## config.mk

```make
export PLATFORM = sky130hd
export DESIGN_NAME = dma_stop_ctrl
export DESIGN_NICKNAME = d
export VERILOG_FILES = /design/src/rtl/dma_stop_pkg.sv /design/src/rtl/dma_stop_classify.sv /design/src/rtl/dma_stop_trigger.sv /design/src/rtl/dma_stop_fsm.sv /design/src/rtl/dma_stop_ctrl.sv
export SDC_FILE = /design/constraint.sdc
export NUM_CORES = 1
export LEC_CHECK = 0
export ABC_CLOCK_PERIOD_IN_PS = 2900
export BUFFER_PORTS_ARGS = -buffer_cell sky130_fd_sc_hd__buf_2
export CAP_MARGIN = 20
export CORE_AREA = 2 2 39 41
export DETAILED_ROUTE_END_ITERATION = 12
export DIE_AREA = 0 0 41 43
export RECOVER_POWER = 100
export SETUP_SLACK_MARGIN = 0.3
export SYNTH_ARGS = -nofsm -noshare
export SYNTH_HDL_FRONTEND = slang
export SYNTH_SLANG_ARGS = --single-unit
```

## constraint.sdc

```tcl
create_clock -name clk -period 2.9 [get_ports clk]
set_clock_uncertainty 0.15 [all_clocks]
set_input_delay 0.58 -clock clk [delete_from_list [all_inputs] [get_ports clk]]
set_output_delay 0.58 -clock clk [all_outputs]
set_load 0.01 [all_outputs]
```

## src/rtl/dma_stop_pkg.sv

```systemverilog
package dma_stop_pkg;

    localparam int SYNC_W = 2;

    typedef enum logic [SYNC_W-1:0] {
        SYNC_SW      = 2'b00,
        SYNC_HW_SRC  = 2'b01,
        SYNC_HW_DST  = 2'b10,
        SYNC_RSVD    = 2'b11
    } sync_kind_e;

    typedef enum logic [2:0] {
        ST_IDLE,
        ST_RUN,
        ST_DRN_BND,
        ST_DRN_FLUSH,
        ST_DRN_DONE,
        ST_ABT_WAIT,
        ST_ABT_CLEAR,
        ST_ABT_DONE
    } stop_state_e;

endpackage

```

## src/rtl/dma_stop_classify.sv

```systemverilog
module dma_stop_classify
    import dma_stop_pkg::*;
(
    input  logic [SYNC_W-1:0] cfg_sync,
    input  logic              cfg_buf_off,
    input  logic              cfg_solid_fill,
    input  logic              cfg_transp_copy,
    output logic              is_drain
);
    sync_kind_e kind;

    always_comb begin
        kind = sync_kind_e'(cfg_sync);
        // Only buffered, source-paced, non-graphics channels may drain
        unique case (kind)
            SYNC_HW_SRC: is_drain = !cfg_buf_off && !cfg_solid_fill && !cfg_transp_copy;
            SYNC_SW,
            SYNC_HW_DST,
            SYNC_RSVD:   is_drain = 1'b0;
            default:     is_drain = 1'b0;
        endcase
    end
endmodule

```

## src/rtl/dma_stop_trigger.sv

```systemverilog
module dma_stop_trigger (
    input  logic clk,
    input  logic rst_n,
    input  logic ch_enable,
    input  logic rd_err,
    input  logic wr_err,
    input  logic misalign_err,
    output logic start,
    output logic drain_trig,
    output logic abort_trig
);
    logic en_q;

    always_ff @(posedge clk or negedge rst_n) begin
        if (!rst_n) en_q <= 1'b0;
        else        en_q <= ch_enable;
    end

    always_comb begin
        start      = ch_enable && !en_q;
        drain_trig = !ch_enable || rd_err;
        abort_trig = drain_trig || wr_err || misalign_err;
    end
endmodule

```

## src/rtl/dma_stop_fsm.sv

```systemverilog
module dma_stop_fsm
    import dma_stop_pkg::*;
(
    input  logic clk,
    input  logic rst_n,
    input  logic start,
    input  logic is_drain,
    input  logic drain_trig,
    input  logic abort_trig,
    input  logic desc_phase,
    input  logic rd_boundary,
    input  logic xfer_none,
    input  logic fifo_empty,
    output logic rd_halt,
    output logic wr_halt,
    output logic fifo_flush,
    output logic fifo_clear,
    output logic drain_end,
    output logic chan_off
);
    stop_state_e state, nxt;

    always_ff @(posedge clk or negedge rst_n) begin
        if (!rst_n) state <= ST_IDLE;
        else        state <= nxt;
    end

    always_comb begin
        nxt = state;
        unique case (state)
            ST_IDLE:      if (start) nxt = ST_RUN;
            ST_RUN: begin
                if (is_drain) begin
                    if (drain_trig) nxt = desc_phase ? ST_ABT_WAIT : ST_DRN_BND;
                end else if (abort_trig) begin
                    nxt = ST_ABT_WAIT;
                end
            end
            ST_DRN_BND:   if (rd_boundary) nxt = ST_DRN_FLUSH;
            ST_DRN_FLUSH: if (fifo_empty && xfer_none) nxt = ST_DRN_DONE;
            ST_DRN_DONE:  nxt = ST_IDLE;
            ST_ABT_WAIT:  if (xfer_none) nxt = ST_ABT_CLEAR;
            ST_ABT_CLEAR: if (fifo_empty) nxt = ST_ABT_DONE;
            ST_ABT_DONE:  nxt = ST_IDLE;
            default:      nxt = ST_IDLE;
        endcase
    end

    always_comb begin
        rd_halt    = 1'b0;
        wr_halt    = 1'b0;
        fifo_flush = 1'b0;
        fifo_clear = 1'b0;
        drain_end  = 1'b0;
        chan_off   = 1'b0;
        unique case (state)
            ST_IDLE, ST_RUN, ST_DRN_BND: ;
            ST_DRN_FLUSH: begin
                rd_halt    = 1'b1;
                fifo_flush = 1'b1;
            end
            ST_DRN_DONE: begin
                rd_halt   = 1'b1;
                drain_end = 1'b1;
                chan_off  = 1'b1;
            end
            ST_ABT_WAIT: begin
                rd_halt = 1'b1;
                wr_halt = 1'b1;
            end
            ST_ABT_CLEAR: begin
                rd_halt    = 1'b1;
                wr_halt    = 1'b1;
                fifo_clear = 1'b1;
            end
            ST_ABT_DONE: begin
                rd_halt  = 1'b1;
                wr_halt  = 1'b1;
                chan_off = 1'b1;
            end
            default: ;
        endcase
    end

    p_flush_clear_excl_r11: assert property (@(posedge clk) disable iff (!rst_n)
        !(fifo_flush && fifo_clear));

    p_drain_end_off_r11: assert property (@(posedge clk) disable iff (!rst_n)
        drain_end |-> chan_off);

    p_drain_end_pulse_r5: assert property (@(posedge clk) disable iff (!rst_n)
        drain_end |=> !drain_end);

    p_abort_hold_r8: assert property (@(posedge clk) disable iff (!rst_n)
        (wr_halt && !fifo_clear && !chan_off && !xfer_none) |=> (wr_halt && !fifo_clear && !chan_off));

    p_idle_after_off_r9: assert property (@(posedge clk) disable iff (!rst_n)
        chan_off |=> (!rd_halt && !wr_halt && !chan_off));

    p_flush_hold_r5: assert property (@(posedge clk) disable iff (!rst_n)
        (fifo_flush && !fifo_empty) |=> fifo_flush);
endmodule

```

## src/rtl/dma_stop_ctrl.sv

```systemverilog
module dma_stop_ctrl
    import dma_stop_pkg::*;
(
    input  logic              clk,
    input  logic              rst_n,
    input  logic [SYNC_W-1:0] cfg_sync,
    input  logic              cfg_buf_off,
    input  logic              cfg_solid_fill,
    input  logic              cfg_transp_copy,
    input  logic              ch_enable,
    input  logic              rd_err,
    input  logic              wr_err,
    input  logic              misalign_err,
    input  logic              desc_phase,
    input  logic              rd_boundary,
    input  logic              xfer_none,
    input  logic              fifo_empty,
    output logic              rd_halt,
    output logic              wr_halt,
    output logic              fifo_flush,
    output logic              fifo_clear,
    output logic              drain_end,
    output logic              chan_off
);
    logic is_drain, start, drain_trig, abort_trig;

    dma_stop_classify u_class (
        .cfg_sync        (cfg_sync),
        .cfg_buf_off     (cfg_buf_off),
        .cfg_solid_fill  (cfg_solid_fill),
        .cfg_transp_copy (cfg_transp_copy),
        .is_drain        (is_drain)
    );

    dma_stop_trigger u_trig (
        .clk          (clk),
        .rst_n        (rst_n),
        .ch_enable    (ch_enable),
        .rd_err       (rd_err),
        .wr_err       (wr_err),
        .misalign_err (misalign_err),
        .start        (start),
        .drain_trig   (drain_trig),
        .abort_trig   (abort_trig)
    );

    dma_stop_fsm u_fsm (
        .clk         (clk),
        .rst_n       (rst_n),
        .start       (start),
        .is_drain    (is_drain),
        .drain_trig  (drain_trig),
        .abort_trig  (abort_trig),
        .desc_phase  (desc_phase),
        .rd_boundary (rd_boundary),
        .xfer_none   (xfer_none),
        .fifo_empty  (fifo_empty),
        .rd_halt     (rd_halt),
        .wr_halt     (wr_halt),
        .fifo_flush  (fifo_flush),
        .fifo_clear  (fifo_clear),
        .drain_end   (drain_end),
        .chan_off    (chan_off)
    );

    // A drain-style channel never gets write halt before its flush
    p_no_wr_halt_on_flush_r4: assert property (@(posedge clk) disable iff (!rst_n)
        fifo_flush |-> !wr_halt);
endmodule

```

==> results.py <==
metrics = {
    "timing": {
        "hold_viol": 0,
        "rsz0062_at_grt": "no",
        "slew_headroom": 0.779,
        "fin_crit_sh": 0.716,
        "setup_violations": 0,
        "period_minus_slack_ps": 2080,
        "tightest_slew_ps": 332,
        "clock.fmax_mhz": 481,
        "finalWorstSetupSlack_ps": 823,
        "hold-worst-slack_ps": 353,
        "finalMaxSlewViolations": 0,
        "tns_ps": 0,
    },
    "critical_path": {
        "end_kind": "output pin",
        "start_kind": "flip-flop",
        "path_class": "reg2out",
        "timing.rr.end": "u_fsm.state[0]$_DFFE_PN0P_",
        "critPathArrivalTime_ps": 1350,
        "crit_required_ps": 2170,
        "critPathMaxFanout": 10,
        "ff2ff_path_depth": 5,
        "rr_startpoint": "u_fsm.state[2]$_DFFE_PN0P_",
        "setup.worst_path.start": "u_fsm.state[1]$_DFFE_PN0P_",
        "reg2reg_slack_ps": 1010,
    },
    "pwr": {
        "vdd_drop_max_mv": 0.316,
        "internal_power_mw": 0.242,
        "combPwrFrac": 0.591,
        "powerDensity_mw_per_mm2": 970,
        "leakage_nw": 0.216,
        "switching_share": 0.473,
        "clockPowerShare": 0.149,
        "pwr-share-seq": 0.260,
        "finalPower_mw": 0.459,
        "switchingPower_mw": 0.217,
    },
    "placement": {
        "port_buffers": 20,
        "dp_slack_ps": 803,
        "dp_hpwl_microns": 690,
        "routabilityCongestion": 0.761,
    },
    "synth": {
        "synth.most_common_cell": "nor2_1",
        "yosysSeqAreaShare": 0.278,
        "ys_top_cells_by_area": "dfrtp_1, nor2_1, a2111oi_4",
        "async_reset_ff_frac": 1.00,
        "synth.largest_area_cell": "dfrtp_1",
        "ys_warn_count": 0,
        "syn_nets": 62,
        "synthTopCellsByCount": "nor2_1, nand2_1, dfrtp_1",
        "synthFlopType": "dfrtp_1",
        "syn_inst": 47,
        "synth_top_area_frac": 0.278,
        "ys_types": 20,
        "synth-edff-count": 0,
        "netlist_area_sq_um": 360,
        "ys_ff_latch": 4,
        "syn-mean-instance-area_sq_um": 7.67,
    },
    "die": {
        "initial_core_util": 0.260,
        "core_area_sq_mm": 0.00138,
        "die_h_microns": 43,
        "num_io_pins": 21,
        "die_x_microns": 41,
        "rows": 14,
        "dieArea_sq_mm": 0.00176,
    },
    "routing": {
        "via_count": 401,
        "drt-vias-per-instance": 4.77,
        "drt-pass1-iter-count": 4,
        "post_drt_wl_per_cell_microns": 11.3,
        "drc": 0,
        "drtAntennaViolNets": 0,
        "drt_iter0_markers": 4,
        "drt-total-wl_microns": 950,
    },
    "grt": {
        "grt_pass1_vias": 386,
        "grt_usage": 0.126,
        "grt_pass1_wl_microns": 1500,
        "overflow": 0,
        "grt_max_degree": 12,
        "grt_antenna_before_repair": 0,
    },
    "clock_tree": {
        "cts_buffer_depth": 2,
        "cts_resized": 0,
        "clkLatencyLatePin_ps": 230,
        "root_buffer": "clkbuf_4",
        "postCtsSetupBuffers": 0,
        "cts_tree": "built",
        "clock_sinks": 4,
        "hold_buffers": 1,
        "cts_max_level": 1,
        "cts_buffers": 3,
        "path_clk_slew_ps": 40,
    },
    "finish": {
        "fin_nets": 85,
        "fillers": 167,
        "diodes": 0,
        "drive_gt1_frac": 0.294,
        "syn2layout_area_growth_pct": 31.2,
        "finalCoreUtilization": 0.342,
    },
    "job": {
        "cap_violations": 0,
    },
    "outcome": {
        "status": "complete, no violations",
    },
    "min_path": {
        "hold_path_end": "u_trig.en_q$_DFF_PN0_",
        "holdPathStages": 1,
        "min_from": "ch_enable",
        "hold_class": "in2reg",
    },
}
==> cells in the final DEF, fill, tap and decap left out <==
master and n:
buf_2 12, nor2_1 8, clkbuf_1 8, nand2_1 7, dfrtp_1 4, inv_1 3, nand3_1 3, o21ai_0 3
a21oi_1 3, clkbuf_4 3, nor3_1 2, nand2b_1 2, or2_2 2, nor4_1 1, a2111oi_4 1, a211oi_1 1
and3_1 1, mux2_2 1, o221ai_1 1, mux2_4 1, dlygate4sd3_1 1
==> power groups by stage <==
| stage | Clock, mW | Combinational, mW | Sequential [mW] |
|---|---|---|---|
| finish | 0.0685 | 0.271 | 0.119 |
| global route | 0.0757 | 0.301 | 0.125 |
| detailed placement | 0 | 0.282 | 0.119 |
| global placement | 0 | 0.283 | 0.119 |
| CTS | 0.0701 | 0.288 | 0.119 |
| floorplan | 0 | 0.254 | 0.0867 |
==> worst max-delay path by stage <==
stage / end
3_3_place_gp: u_fsm.state[0]$_DFFE_PN0P_
4_1_cts: chan_off
6_report: chan_off
3_5_place_dp: u_fsm.state[0]$_DFFE_PN0P_
5_1_grt: chan_off
2_1_floorplan: u_fsm.state[0]$_DFFE_PN0P_
==> kinds of logic (layout without fill, tap and decap cells) <==
family	after synthesis	after routing	synth area share
AND/OR/NAND/NOR	26	26	0.347
AO/OA/AOI/OAI	9	9	0.215
multiplexers	2	2	0.0729
buffers and inverters	6	27	0.0868
flip-flops	4	4	0.278
==> sequential cells by signal, indices dropped and copies added (netlist names) <==
| register | flops |
|---|---|
| u_fsm.state | 3 |
| u_trig.en_q | 1 |
==> area by class of cell <==
| type | instances | area (sq um) | share of cell area |
|---|---|---|---|
| well taps | 16 | 20.0 | 0.0423 |
| repair buffers | 21 | 100 | 0.212 |
| multi-input cells | 37 | 219 | 0.463 |
| clock buffers | 3 | 22.5 | 0.0476 |
| inverters | 3 | 11.3 | 0.0238 |
| flip-flops and latches | 4 | 100 | 0.212 |
==> critical path, stage by stage, from the launching register on <==
cell and delay, ps:
dfrtp_1 500, nand2b_1 270, nand2_1 100, nor2_1 90, clkbuf_1 160
==> through the flow <==
stage | area [sq um] | instances
after global placement | 460 | 80
after detailed placement | 460 | 80
after floorplan | 360 | 47
final | 473 | 84
after global routing | 473 | 84
after CTS | 493 | 84
==> metal layers <==
layer | routed length, microns | GRT usage
met5 | 0 | 0
met4 | 0 | 0.0600
met3 | 86 | 0.0314
met2 | 464 | 0.200
met1 | 400 | 0.151
(Power assumes the default switching activity.)
